## src/rtl/tlb_lock_pkg.sv

```systemverilog
package tlb_lock_pkg;
    typedef enum logic {
        SIDE_DATA = 1'b0,
        SIDE_INSN = 1'b1
    } tlb_side_e;

    localparam int unsigned WORD_W   = 32;
    localparam int unsigned NUM_SIDE = 2;
endpackage

```

## src/rtl/tlb_victim_ctr.sv

```systemverilog
module tlb_victim_ctr #(
    parameter int unsigned ENTRIES = 64,
    parameter int unsigned IDX_W   = $clog2(ENTRIES)
) (
    input  logic             clk,
    input  logic             rst_n,
    input  logic             wr_en,
    input  logic [IDX_W-1:0] wr_base,
    input  logic [IDX_W-1:0] wr_victim,
    input  logic             wr_p,
    input  logic             refill,
    output logic [IDX_W-1:0] base_o,
    output logic [IDX_W-1:0] victim_o,
    output logic             p_o
);
    localparam logic [IDX_W-1:0] LAST_IDX = IDX_W'(ENTRIES - 1);

    logic [IDX_W-1:0] base_q, victim_q, victim_step;
    logic             p_q;

    always_comb begin
        victim_step = (victim_q == LAST_IDX) ? base_q : victim_q + 1'b1;
    end

    always_ff @(posedge clk) begin
        if (!rst_n) begin
            base_q   <= '0;
            victim_q <= '0;
            p_q      <= 1'b0;
        end else if (wr_en) begin
            base_q   <= wr_base;
            victim_q <= wr_victim;
            p_q      <= wr_p;
        end else if (refill) begin
            victim_q <= victim_step;
        end
    end

    assign base_o   = base_q;
    assign victim_o = victim_q;
    assign p_o      = p_q;
endmodule

```

## src/rtl/tlb_preserve_map.sv

```systemverilog
module tlb_preserve_map #(
    parameter int unsigned ENTRIES = 64,
    parameter int unsigned IDX_W   = $clog2(ENTRIES)
) (
    input  logic               clk,
    input  logic               rst_n,
    input  logic               load,
    input  logic [IDX_W-1:0]   load_idx,
    input  logic               load_p,
    input  logic               inval,
    output logic [ENTRIES-1:0] clr_mask
);
    logic [ENTRIES-1:0] keep_q;

    always_ff @(posedge clk) begin
        if (!rst_n) begin
            keep_q <= '0;
        end else if (load) begin
            keep_q[load_idx] <= load_p;
        end
    end

    always_comb begin
        clr_mask = inval ? ~keep_q : '0;
    end
endmodule

```

## src/rtl/tlb_lock_ctrl.sv

```systemverilog
module tlb_lock_ctrl
    import tlb_lock_pkg::*;
#(
    parameter int unsigned ENTRIES = 64,
    localparam int unsigned IDX_W  = $clog2(ENTRIES)
) (
    input  logic               clk,
    input  logic               rst_n,
    input  logic               reg_sel,
    input  logic               reg_wr,
    input  logic [31:0]        reg_wdata,
    output logic [31:0]        reg_rdata,
    input  logic               refill_d,
    input  logic               refill_i,
    input  logic               inval_d,
    input  logic               inval_i,
    output logic [IDX_W-1:0]   victim_d,
    output logic [IDX_W-1:0]   victim_i,
    output logic [ENTRIES-1:0] clr_mask_d,
    output logic [ENTRIES-1:0] clr_mask_i
);
    localparam int unsigned BASE_LSB = WORD_W - IDX_W;
    localparam int unsigned VICT_LSB = BASE_LSB - IDX_W;
    localparam int unsigned GAP_W    = VICT_LSB - 1;

    logic [IDX_W-1:0]   base_w   [NUM_SIDE];
    logic [IDX_W-1:0]   victim_w [NUM_SIDE];
    logic               p_w      [NUM_SIDE];
    logic [ENTRIES-1:0] mask_w   [NUM_SIDE];
    logic [NUM_SIDE-1:0] refill_v, inval_v;
    logic               wdata_unused;

    assign refill_v     = {refill_i, refill_d};
    assign inval_v      = {inval_i, inval_d};
    assign wdata_unused = ^reg_wdata[VICT_LSB-1:1];

    for (genvar s = 0; s < NUM_SIDE; s++) begin : g_side
        tlb_victim_ctr #(.ENTRIES(ENTRIES), .IDX_W(IDX_W)) u_ctr (
            .clk       (clk),
            .rst_n     (rst_n),
            .wr_en     (reg_wr && (reg_sel == 1'(s))),
            .wr_base   (reg_wdata[BASE_LSB +: IDX_W]),
            .wr_victim (reg_wdata[VICT_LSB +: IDX_W]),
            .wr_p      (reg_wdata[0]),
            .refill    (refill_v[s]),
            .base_o    (base_w[s]),
            .victim_o  (victim_w[s]),
            .p_o       (p_w[s])
        );

        tlb_preserve_map #(.ENTRIES(ENTRIES), .IDX_W(IDX_W)) u_keep (
            .clk      (clk),
            .rst_n    (rst_n),
            .load     (refill_v[s]),
            .load_idx (victim_w[s]),
            .load_p   (p_w[s]),
            .inval    (inval_v[s]),
            .clr_mask (mask_w[s])
        );
    end

    always_comb begin
        unique case (tlb_side_e'(reg_sel))
            SIDE_DATA: reg_rdata = {base_w[0], victim_w[0], GAP_W'(0), p_w[0]};
            SIDE_INSN: reg_rdata = {base_w[1], victim_w[1], GAP_W'(0), p_w[1]};
            default:   reg_rdata = '0;
        endcase
    end

    assign victim_d   = victim_w[0];
    assign victim_i   = victim_w[1];
    assign clr_mask_d = mask_w[0];
    assign clr_mask_i = mask_w[1];
endmodule

```

## config.mk

```make
export PLATFORM = sky130hd
export DESIGN_NAME = tlb_lock_ctrl
export DESIGN_NICKNAME = d
export VERILOG_FILES = /design/src/rtl/tlb_lock_pkg.sv /design/src/rtl/tlb_victim_ctr.sv /design/src/rtl/tlb_preserve_map.sv /design/src/rtl/tlb_lock_ctrl.sv
export SDC_FILE = /design/constraint.sdc
export NUM_CORES = 1
export LEC_CHECK = 0
export ABC_CLOCK_PERIOD_IN_PS = 1500
export BUFFER_PORTS_ARGS = -buffer_cell sky130_fd_sc_hd__buf_4
export CAP_MARGIN = 40
export CORE_ASPECT_RATIO = 1.2
export CORE_MARGIN = 2
export CORE_UTILIZATION = 53
export DETAILED_ROUTE_END_ITERATION = 8
export PLACE_DENSITY = 0.87
export SYNTH_ARGS = -nofsm -noshare
export SYNTH_HDL_FRONTEND = slang
export SYNTH_SLANG_ARGS = --single-unit
```

## constraint.sdc

```tcl
create_clock -name clk -period 1.5 [get_ports clk]
set_input_delay 0.15 -clock clk [delete_from_list [all_inputs] [get_ports clk]]
set_output_delay 0.15 -clock clk [all_outputs]
set_load 0.05 [all_outputs]
```

==> summary.md, run 1 <==
| Metric | Value |
|---|---|
| Leak | 4.11 nW |
| Clock Power Share | 39.4% |
| Longest Clk Path Bufs | 2 |
| Design area | 10400 sq um |
| TritonCTS Buffers | 17 |
| Max Clock Freq | 621 MHz |
| Netlist cell types | 48 |
| CP endpoint kind | flip-flop |
| Worst path required time | 1.80 ns |
| Simple-Gate Fraction of Synth Area | 30.1% |
| Power density over the cells | 1040 nW/um^2 |
| Share of layout cells above drive strength 1 | 29.6% |
| YS warnings | 0 |
| Final setup margin | -0.110 ns |
| Detail Route Antenna Nets | 0 |
| Synth top area share | 39.8% |
| Ports | 212 |
| Data arrival, critical path | 1.91 ns |
| First-pass GRT wire length | 38700 um |
| Cells after Synth | 998 |
| Sequential area share after synthesis | 39.8% |
| Slew HR | 66.3% |
| Synth Register Bits | 154 |
| Average wire per standard cell | 18.7 um |
| Gr ovfl total | 0 |
| DR vias/cell | 6.09 |
| Synthesized cell area | 7750 sq um |
| Min-Delay Path Class | input port to flip-flop |
| Placed cell area | 9440 sq um |
| Vias post-DR | 8418 |
| Pint | 7.37 mW |
| WL final | 25900 um |
| Clock tree root driver cell | clkbuf_16 |
| Non-Filler Instances | 1383 |
| Compound-gate portion of the synthesized area | 18.2% |
| Placed cell count | 1327 |
| Final HPWL DP | 16300 um |
| Violated checks | setup timing |
| Initial antenna violation count | 0 |
| Clock period minus worst slack | 1.61 ns |
| Die span in y | 136 um |
| Layout area overhead | 34.7% |
| Initial DRC Count | 1111 |
| Max_cap viols | 0 |
| Flop pwr share | 38.6% |
| Ys flop type | dfxtp_1 |
| Synth area leaders | dfxtp_1, nor2b_1, a21oi_1 |
| Synth Area in Adders | 0.323% |
| Fin nets | 1237 |
| Full die area | 15600 sq um |
| Clk Latency, worst-skew pair | 0.43 ns |
| Vias in the first global route | 7627 |
| Switching Power | 3.54 mW |
| Final Hold Violating Endpoints | 0 |
| Outcome | complete, but fails checks |
| Avg Cell Area, Syn | 7.77 sq um |
| DRC viols | 0 |
| Power, Total | 10.9 mW |
| Synth area leader | dfxtp_1 |
| N_diodes | 0 |
| Setup-failing EPs final | 11 |
| DR pass1 iterations | 6 |
| Synth Area in XOR/XNOR | 0.226% |
| Largest net degree at the start of global routing | 66 |
| Pre-CTS WS | -0.0252 ns |
| Clk slew on worst S/H paths | 0.06 ns |
| Top post-synthesis cells by count | dfxtp_1, a21oi_1, nor2b_1 |
| Number of clock sinks | 154 |
| Startpoint types | flip-flop |
| Combinational power share | 22.0% |
| Unrepaired setup endpoints after global routing | true |
| GPL Wtd Cong | 0.925 |
| IO Port Bufs | 173 |
| WS Path Type | flip-flop to flip-flop |
| Largest family of logic cells by synthesized area | simple AND/OR/NAND/NOR gates |
| Maximum VDD drop | 773 uV |
| CTS tree | built |
| Fin Clk Skew | 0.00745 ns |
| Worst slew pin tran | 0.503 ns |
| Worst-case reg-to-reg path depth | 5 |
| Post-synthesis mux area share | 4.60% |
| Chip width | 114 um |
| Initial Utilization | 54.0% |
| H-tree depth | 4 |
| Most common cell in the synthesized netlist | dfxtp_1 |
| Switching share of power | 32.5% |
| EDFF count, synth | 0 |
| Max-slew violation count | 0 |
| Core area | 14400 sq um |
| Tcrit/Tclk final | 107% |
| GRT Overall Usage | 31.5% |
| Asr flop ratio synth | 0% |
| Row Count | 48 |
| Hold Path Depth | 3 |
| Maximum fanout along the worst path | 10 |
## final timing paths
kind / start / endpoint / slack [ns]
setup / recovery: g_side[1].u_ctr.victim_o[5]$_SDFFE_PN0P_ / g_side[1].u_ctr.victim_o[3]$_SDFFE_PN0P_ / -0.11
hold / removal: rst_n / g_side[0].u_ctr.victim_o[0]$_SDFFE_PN0P_ / 0.03
setup reg to reg: g_side[1].u_ctr.victim_o[5]$_SDFFE_PN0P_ / g_side[1].u_ctr.victim_o[3]$_SDFFE_PN0P_ / -0.11
hold reg to reg: g_side[0].u_ctr.base_o[0]$_SDFFE_PN0P_ / g_side[0].u_ctr.base_o[0]$_SDFFE_PN0P_ / 0.47
## cell families (layout without fill, tap and decap cells)
logic type	after synthesis	in the layout
buffers and inverters	108	300
adder cells (fa/ha/maj)	2	2
flip-flops	154	154
AO/OA/AOI/OAI	271	271
other	1	19
multiplexers	34	34
XOR/XNOR	2	2
AND/OR/NAND/NOR	426	426
## state kept, by name, summed over array words and instances (netlist names)
name,cells
g_side.u_ctr.base_o,12
g_side.u_ctr.victim_o,12
g_side.u_keep.keep_q,128
g_side.u_ctr.p_o,2
## critical path, stage by stage (launching register included)
cell,delay [ns]
dfxtp_4,0.41
buf_4,0.18
nand3_1,0.22
nor2_2,0.22
nor2_1,0.09
o32ai_1,0.35
## placed cells by master, fill, tap and decap left out, types with 10 or more instances in the layout
cell | Yosys | final
buf_4 | 21 | 240
dfxtp_1 | 154 | 140
a21oi_1 | 141 | 138
nor2b_1 | 138 | 134
nand3_1 | 133 | 130
o21ai_0 | 113 | 108
nand2_1 | 49 | 46
nor2_1 | 39 | 33
mux2i_1 | 21 | 21
conb_1 | 1 | 19
clkbuf_16 | 0 | 17
dfxtp_4 | 0 | 12
nand2b_1 | 11 | 10
## stage by stage
stage | hold slack (ns) | setup TNS, ns | utilization (%)
2_1_floorplan | 0.278 | -0.0493 | -
3_3_place_gp | 0.407 | 0 | 65.8
3_5_place_dp | 0.411 | -0.0909 | 65.8
4_1_cts | 0.0164 | -0.0974 | 71.5
5_1_grt | 0.0290 | -1.85 | 72.8
6_report | 0.0260 | -0.385 | 72.8
## what timing repair did
action | 4_1_cts | 5_1_grt
hold buffers | 9 | 0
hold endpoints to repair | 17 | 0
setup endpoints to repair | 12 | 76
setup buffers | 11 | 5
gates cloned | 0 | 0
resized for setup | 18 | 45
pin swaps | 0 | 2
## routing by layer
layer | part of all wire [%] | global-route usage [%] | up-vias
li1 | - | - | 3824
met1 | 35 | 36.2 | 3864
met2 | 48 | 51.7 | 599
met3 | 12 | 9.17 | 131
met4 | 5.9 | 18.8 | 0
met5 | 0 | 0 | -
## cell type report
| type | count | area, sq um |
|---|---|---|
| clock inverter | 13 | 144 |
| clock buffer | 19 | 443 |
| tap | 175 | 219 |
| sequential | 154 | 3130 |
| multi-input combinational | 754 | 4350 |
| inverter | 2 | 10.0 |
| fill | 1005 | 3910 |
| timing repair buffer | 266 | 2150 |
## power by group through the flow
| stage | registers [mW] | clock network [mW] | logic (mW) |
|---|---|---|---|
| 5_1_grt | 4.22 | 4.47 | 2.49 |
| 3_5_place_dp | 4.32 | 0 | 2.19 |
| 2_1_floorplan | 4.33 | 0 | 1.54 |
| 4_1_cts | 4.20 | 4.30 | 2.29 |
| 6_report | 4.21 | 4.29 | 2.40 |
| 3_3_place_gp | 4.31 | 0 | 2.17 |
Power figures use the tool's default switching activity.
==> run 2: changes to the inputs <==
--- a/config.mk
+++ b/config.mk
@@ -5,14 +5,14 @@
 export SDC_FILE = /design/constraint.sdc
 export NUM_CORES = 1
 export LEC_CHECK = 0
-export ABC_CLOCK_PERIOD_IN_PS = 1500
+export ABC_CLOCK_PERIOD_IN_PS = 1300
 export BUFFER_PORTS_ARGS = -buffer_cell sky130_fd_sc_hd__buf_4
 export CAP_MARGIN = 40
 export CORE_ASPECT_RATIO = 1.2
 export CORE_MARGIN = 2
-export CORE_UTILIZATION = 53
+export CORE_UTILIZATION = 48
 export DETAILED_ROUTE_END_ITERATION = 8
-export PLACE_DENSITY = 0.87
+export PLACE_DENSITY = 0.83
 export SYNTH_ARGS = -nofsm -noshare
 export SYNTH_HDL_FRONTEND = slang
 export SYNTH_SLANG_ARGS = --single-unit
==> constraint.sdc (replaced) <==
create_clock -name clk -period 1.3 [get_ports clk]
set_input_delay 0.13 -clock clk [delete_from_list [all_inputs] [get_ports clk]]
set_output_delay 0.13 -clock clk [all_outputs]
set_load 0.05 [all_outputs]
==> summary.md, run 2 (synthesis results as in run 1) <==
| Metric | Value |
|---|---|
| Flop pwr share | 34.3% (was 38.6%) |
| Largest net degree at the start of global routing | 66 (unchanged) |
| Switching Power | 5.29 mW (was 3.54 mW) |
| Critical path's slowest cell | dfxtp_4 (unchanged) |
| Setup-failing EPs final | 172 (was 11) |
| Final setup margin | -0.375 ns (was -0.110 ns) |
| Hold Path Depth | 3 (unchanged) |
| Final HPWL DP | 17700 um (was 16300 um) |
| CP endpoint kind | flip-flop (unchanged) |
| Stages on worst setup path | 7 (was 5) |
| Initial Utilization | 49.4% (was 54.0%) |
| Final Hold Violating Endpoints | 0 (unchanged) |
| Combinational power share | 28.5% (was 22.0%) |
| Initial DRC Count | 1591 (was 1111) |
| Worst-case reg-to-reg path depth | 7 (was 5) |
| Row Count | 50 (was 48) |
| Switching share of power | 37.6% (was 32.5%) |
| Clock period minus worst slack | 1.68 ns (was 1.61 ns) |
| CTS tree | built (unchanged) |
| Number of clock sinks | 154 (unchanged) |
| IO Port Bufs | 173 (unchanged) |
| Initial antenna violation count | 1 (was 0) |
| Max_cap viols | 0 (unchanged) |
| Layout area overhead | 78.6% (was 34.7%) |
| Vias post-DR | 10259 (was 8418) |
| Layout fillers | 629 (was 1005) |
| GPL Wtd Cong | 0.898 (was 0.925) |
| Leak | 5.26 nW (was 4.11 nW) |
| Pre-CTS WS | -0.107 ns (was -0.0252 ns) |
| Share of layout cells above drive strength 1 | 65.0% (was 29.6%) |
| Gr ovfl total | 0 (unchanged) |
| Most frequent CP cell | buf_6 |
| Unrepaired setup endpoints after global routing | true (unchanged) |
| Max-slew violation count | 0 (unchanged) |
| Hold WS | 0.0286 ns (was 0.0260 ns) |
| Core area | 15700 sq um (was 14400 sq um) |
| WL final | 42900 um (was 25900 um) |
| Fin nets | 1340 (was 1237) |
| Startpoint types | flip-flop (unchanged) |
| Maximum fanout along the worst path | 6 (was 10) |
| Violated checks | setup timing (unchanged) |
| TritonCTS Buffers | 17 (unchanged) |
| GRT Overall Usage | 34.9% (was 31.5%) |
| Clock tree root driver cell | clkbuf_16 (unchanged) |
| Clock Power Share | 37.2% (was 39.4%) |
| Die span in y | 143 um (was 136 um) |
| CP peak stage delay | 0.37 ns (was 0.41 ns) |
| Power density over the cells | 1020 nW/um^2 (was 1040 nW/um^2) |
| Pint | 8.77 mW (was 7.37 mW) |
| Worst Path Buf+Inv | 4 (was 1) |
| Setup TNS Final | -24.22 ns (was -0.385 ns) |
| Worst path required time | 1.68 ns (was 1.80 ns) |
| Average wire per standard cell | 28.2 um (was 18.7 um) |
| Min-Delay Path Class | input port to flip-flop (unchanged) |
| Design area | 13800 sq um (was 10400 sq um) |
| Max Clock Freq | 597 MHz (was 621 MHz) |
| Placed cell area | 10200 sq um (was 9440 sq um) |
| Max reg flops | 128 (unchanged) |
| Outcome | complete, but fails checks (unchanged) |
| Final core utilization | 88.2% (was 72.8%) |
| Vias in the first global route | 8792 (was 7627) |
| DRC viols | 0 (unchanged) |
| Most frequent cells in the layout | buf_4, dfxtp_1, nor2b_2 (was buf_4, dfxtp_1, a21oi_1) |
| Placed cell count | 1387 (was 1327) |
| DR vias/cell | 6.75 (was 6.09) |
| Most common cell after layout, fill and taps aside | buf_4 (unchanged) |
| H-tree depth | 4 (unchanged) |
| Detail Route Antenna Nets | 0 (unchanged) |
| First-pass GRT wire length | 46600 um (was 38700 um) |
| Clk slew on worst S/H paths | 0.09 ns (was 0.06 ns) |
| Longest Clk Path Bufs | 2 (unchanged) |
| Fin Clk Skew | 0.0261 ns (was 0.00745 ns) |
| CP delay by family, top | buffers and inverters (was simple AND/OR/NAND/NOR gates) |
| CP cell instances | buf_8 -> buf_12 -> buf_6 -> nor3_4 -> buf_6 -> nand3_1 -> a21oi_1 (was buf_4 -> nand3_1 -> nor2_2 -> nor2_1 -> o32ai_1) |
| Tcrit/Tclk final | 129% (was 107%) |
| Ports | 212 (unchanged) |
| DR pass1 iterations | 8 (was 6) |
| Clk Latency, worst-skew pair | 0.47 ns (was 0.43 ns) |
| Power, Total | 14.1 mW (was 10.9 mW) |
| Chip width | 120 um (was 114 um) |
| Maximum VDD drop | 938 uV (was 773 uV) |
| WS Path Type | flip-flop to flip-flop (unchanged) |
| Non-Filler Instances | 1520 (was 1383) |
| Full die area | 17200 sq um (was 15600 sq um) |
| Data arrival, critical path | 2.06 ns (was 1.91 ns) |
| Largest Register | g_side.u_keep.keep_q (unchanged) |
## run 2: power groups by stage
stage | clock [mW] | combinational, mW | sequential [mW]
finish | 5.23 | 4.01 | 4.82
global route | 5.38 | 4.06 | 4.83
CTS | 4.94 | 3.25 | 4.81
detailed placement | 0 | 2.73 | 4.96
global placement | 0 | 2.70 | 4.96
floorplan | 0 | 1.91 | 5.00
## run 2: path summary, 6_finish.rpt
| path | from | end | slack [ns] |
|---|---|---|---|
| setup / recovery | g_side[1].u_ctr.victim_o[2]$_SDFFE_PN0P_ | g_side[1].u_keep.keep_q[51]$_SDFFE_PN0P_ | -0.38 |
| hold / removal | reg_wdata[25] | g_side[0].u_ctr.victim_o[5]$_SDFFE_PN0P_ | 0.03 |
| setup reg to reg | g_side[1].u_ctr.victim_o[2]$_SDFFE_PN0P_ | g_side[1].u_keep.keep_q[51]$_SDFFE_PN0P_ | -0.38 |
| hold reg to reg | g_side[0].u_keep.keep_q[61]$_SDFFE_PN0P_ | g_side[0].u_keep.keep_q[61]$_SDFFE_PN0P_ | 0.48 |
## run 2: area by class of cell
class | instances | area (sq um) | share of cell area, %
multi-input combinational | 754 | 6280 | 45.4
clock inverter | 15 | 171 | 1.24
inverter | 2 | 10.0 | 0.0723
clock buffer | 17 | 425 | 3.07
sequential | 154 | 3150 | 22.7
tap | 208 | 260 | 1.88
antenna | 1 | 2.50 | 0.0181
timing repair buffer | 369 | 3550 | 25.6
## run 2: metal layers
| layer | wire [um] | vias up | GRT usage, % |
|---|---|---|---|
| li1 | - | 4054 | - |
| met1 | 13300 | 4751 | 37.4 |
| met2 | 19900 | 1025 | 59.5 |
| met3 | 4870 | 429 | 8.35 |
| met4 | 4830 | 0 | 26.0 |
| met5 | 0 | - | 0 |
## run 2: worst reg2reg max path, cell delays in order, from the launching register on
cell and delay, ns:
dfxtp_4 0.37, buf_8 0.14, buf_12 0.13, buf_6 0.13
nor3_4 0.31, buf_6 0.22, nand3_1 0.11, a21oi_1 0.18
## run 2: repair_timing
item,in CTS,in global routing
buffers inserted,50,42
endpoints found under the hold margin,19,0
pin swaps,52,143
endpoints found under the setup margin,103,168
hold buffers,11,0
resized for setup,246,374
==> run 3: changes to the inputs <==
--- a/config.mk
+++ b/config.mk
@@ -5,14 +5,14 @@
 export SDC_FILE = /design/constraint.sdc
 export NUM_CORES = 1
 export LEC_CHECK = 0
-export ABC_CLOCK_PERIOD_IN_PS = 1300
+export ABC_CLOCK_PERIOD_IN_PS = 1600
 export BUFFER_PORTS_ARGS = -buffer_cell sky130_fd_sc_hd__buf_4
 export CAP_MARGIN = 40
 export CORE_ASPECT_RATIO = 1.2
 export CORE_MARGIN = 2
-export CORE_UTILIZATION = 48
+export CORE_UTILIZATION = 40
 export DETAILED_ROUTE_END_ITERATION = 8
-export PLACE_DENSITY = 0.83
+export PLACE_DENSITY = 0.7
 export SYNTH_ARGS = -nofsm -noshare
 export SYNTH_HDL_FRONTEND = slang
 export SYNTH_SLANG_ARGS = --single-unit
==> constraint.sdc (replaced) <==
create_clock -name clk -period 1.6 [get_ports clk]
set_input_delay 0.16 -clock clk [delete_from_list [all_inputs] [get_ports clk]]
set_output_delay 0.16 -clock clk [all_outputs]
set_load 0.05 [all_outputs]
==> summary.md, run 3 (synthesis results as in run 1) <==
| Metric | Value |
|---|---|
| Full die area | 20500 sq um (was 17200 sq um) |
| Worst path required time | 1.44 ns (was 1.68 ns) |
| Max-slew violation count | 0 (unchanged) |
| CP endpoint kind | output pin (was flip-flop) |
| Routed met3 length | 2050 um (was 4870 um) |
| Highest metal used | met5 (was met4) |
| Layout area overhead | 33.3% (was 78.6%) |
| Hold worst-path end | g_side[1].u_ctr.victim_o[2]$_SDFFE_PN0P_ (was g_side[0].u_ctr.victim_o[5]$_SDFFE_PN0P_) |
| Share of layout cells above drive strength 1 | 27.6% (was 65.0%) |
| N_diodes | 0 (was 1) |
| Most frequent cells in the layout | buf_4, a21oi_1, dfxtp_1 (was buf_4, dfxtp_1, nor2b_2) |
| WS Path Type | flip-flop to output pin (was flip-flop to flip-flop) |
| IO Port Bufs | 173 (unchanged) |
| Detail Route Antenna Nets | 0 (unchanged) |
| Data arrival, critical path | 1.41 ns (was 2.06 ns) |
| Clock period minus worst slack | 1.57 ns |
| Ports | 212 (unchanged) |
| Hold Path Depth | 3 (unchanged) |
| Final Hold Violating Endpoints | 0 (unchanged) |
| R2R Setup Slk | 0.07 ns (was -0.38 ns) |
| Initial Utilization | 41.0% (was 49.4%) |
| Chip width | 131 um (was 120 um) |
| Most common cell after layout, fill and taps aside | buf_4 (unchanged) |
| Row Count | 55 (was 50) |
| Startpoint types | flip-flop (unchanged) |
| Min-Delay Path Class | input port to flip-flop (unchanged) |
| Maximum VDD drop | 757 uV (was 938 uV) |
| Final HPWL DP | 17400 um (was 17700 um) |
| Design area | 10300 sq um (was 13800 sq um) |
| TritonCTS Buffers | 17 (unchanged) |
| Met2 WL post-DR | 12000 um (was 19900 um) |
| Vias post-DR | 7810 (was 10259) |
| Clk Latency, worst-skew pair | 0.43 ns (was 0.47 ns) |
| CTS tree | built (unchanged) |
| Initial DRC Count | 587 (was 1591) |
| Worst-case reg-to-reg path depth | 4 (was 7) |
| Tcrit/Tclk final | 97.9% |
| Power density over the cells | 975 nW/um^2 (was 1020 nW/um^2) |
| DRT met1 WL | 10200 um (was 13300 um) |
| First-pass GRT wire length | 38700 um (was 46600 um) |
| Max reg flops | 128 (unchanged) |
| Longest Clk Path Bufs | 2 (unchanged) |
| GRT Overall Usage | 24.0% (was 34.9%) |
| Average wire per standard cell | 17.0 um (was 28.2 um) |
| Fin Clk Skew | 0.00900 ns (was 0.0261 ns) |
| Setup TNS Final | 0 ns (was -24.22 ns) |
| Vias in the first global route | 7176 (was 8792) |
| FF-to-FF End | g_side[0].u_keep.keep_q[27]$_SDFFE_PN0P_ (was g_side[1].u_keep.keep_q[51]$_SDFFE_PN0P_) |
| Die span in y | 157 um (was 143 um) |
| Outcome | completed (was complete, but fails checks) |
| GPL Wtd Cong | 0.930 (was 0.898) |
| Core area | 18900 sq um (was 15700 sq um) |
| Setup-failing EPs final | 0 (was 172) |
| Placed cell area | 9580 sq um (was 10200 sq um) |
| R2R Path Start | g_side[0].u_ctr.victim_o[2]$_SDFFE_PN0P_ (was g_side[1].u_ctr.victim_o[2]$_SDFFE_PN0P_) |
| Max_cap viols | 0 (unchanged) |
| Worst slew pin tran | 0.813 ns |
| H-tree depth | 4 (unchanged) |
| Fin nets | 1232 (was 1340) |
| DRC viols | 0 (unchanged) |
| Hold Startpoint | reg_wdata[22] (was reg_wdata[25]) |
| Number of clock sinks | 154 (unchanged) |
| Largest Register | g_side.u_keep.keep_q (unchanged) |
| DR vias/cell | 5.35 (was 6.75) |
| Max Clock Freq | 638 MHz |
| Maximum fanout along the worst path | 8 (was 6) |
| Largest net degree at the start of global routing | 65 (was 66) |
| Slew HR | 45.6% |
| DR pass1 iterations | 5 (was 8) |
| WL final | 24800 um (was 42900 um) |
| Leak | 4.08 nW (was 5.26 nW) |
| Initial antenna violation count | 1 (unchanged) |
| Clock tree root driver cell | clkbuf_16 (unchanged) |
| Gr ovfl total | 0 (unchanged) |
| Unrepaired setup endpoints after global routing | false (was true) |
| Clk slew on worst S/H paths | 0.07 ns (was 0.09 ns) |
-- run 3: changes by cell type in the layout (fill, tap and decap cells not counted), moves of 35 or more --
cell,delta
buf_8,-35
a21oi_2,-56
buf_6,-79
nor2b_1,+128
nand3_1,+76
o21ai_2,-68
nor2b_2,-121
nand3_2,-49
a21oi_1,+56
o21ai_0,+107
-- run 3: timing repair --
action	4_1_cts	5_1_grt
hold buffers	8	0
gates resized for setup	4	14
endpoints found under the setup margin	2	23
setup buffers	4	1
hold endpoints to repair	14	0
-- run 3: layout make-up --
class                      count  area (sq um)
clock inverter                14           133
inverter                       2          10.0
multi-input combinational    754          4240
sequential                   154          3120
fill                        1790          8590
clock buffer                  18           439
tap                          256           320
timing repair buffer         261          2070
-- run 3: power by group --
| part | leakage (nW) | switching (mW) | internal, mW |
|---|---|---|---|
| logic | 2.55 | 1.51 | 0.649 |
| registers | 1.25 | 0.0734 | 3.87 |
| clock network | 0.275 | 1.75 | 2.22 |
-- run 3: worst max-delay path by stage --
stage                     slack [ns]                                        to                                     start
final                           0.03                             reg_rdata[22]  g_side[0].u_ctr.victim_o[2]$_SDFFE_PN0P_
after floorplan                -0.03  g_side[1].u_ctr.victim_o[2]$_SDFFE_PN0P_  g_side[1].u_ctr.victim_o[5]$_SDFFE_PN0P_
after detailed placement        0.11  g_side[1].u_keep.keep_q[39]$_SDFFE_PN0P_  g_side[1].u_ctr.victim_o[2]$_SDFFE_PN0P_
after CTS                      0.001                             reg_rdata[22]  g_side[0].u_ctr.victim_o[2]$_SDFFE_PN0P_
after global routing           0.002                             reg_rdata[25]  g_side[1].u_ctr.victim_o[5]$_SDFFE_PN0P_
after global placement          0.14  g_side[1].u_keep.keep_q[38]$_SDFFE_PN0P_  g_side[1].u_ctr.victim_o[1]$_SDFFE_PN0P_
-- run 3: through the flow --
stage	hold WS, ns	setup slack (ns)	power [mW]	utilization, %	instances
2_1_floorplan	0.288	-0.0301	5.50	-	1016
3_3_place_gp	0.417	0.137	6.14	50.6	1414
3_5_place_dp	0.421	0.108	6.14	50.6	1414
4_1_cts	0.00984	0.00125	10.1	54.3	1458
5_1_grt	0.0302	0.00204	10.4	54.6	1459
6_report	0.0255	0.0332	10.1	54.6	1459
-- run 3: worst max-delay path, stage by stage (launching register included) --
cell and delay, ns:
dfxtp_4 0.36, buf_4 0.16, mux2_4 0.30, buf_6 0.16
-- run 3: routing by layer --
layer	GRT usage, %	up-vias
met2	39.8	359
li1	-	3816
met5	0	-
met3	5.47	43
met4	8.26	2
met1	30.6	3590
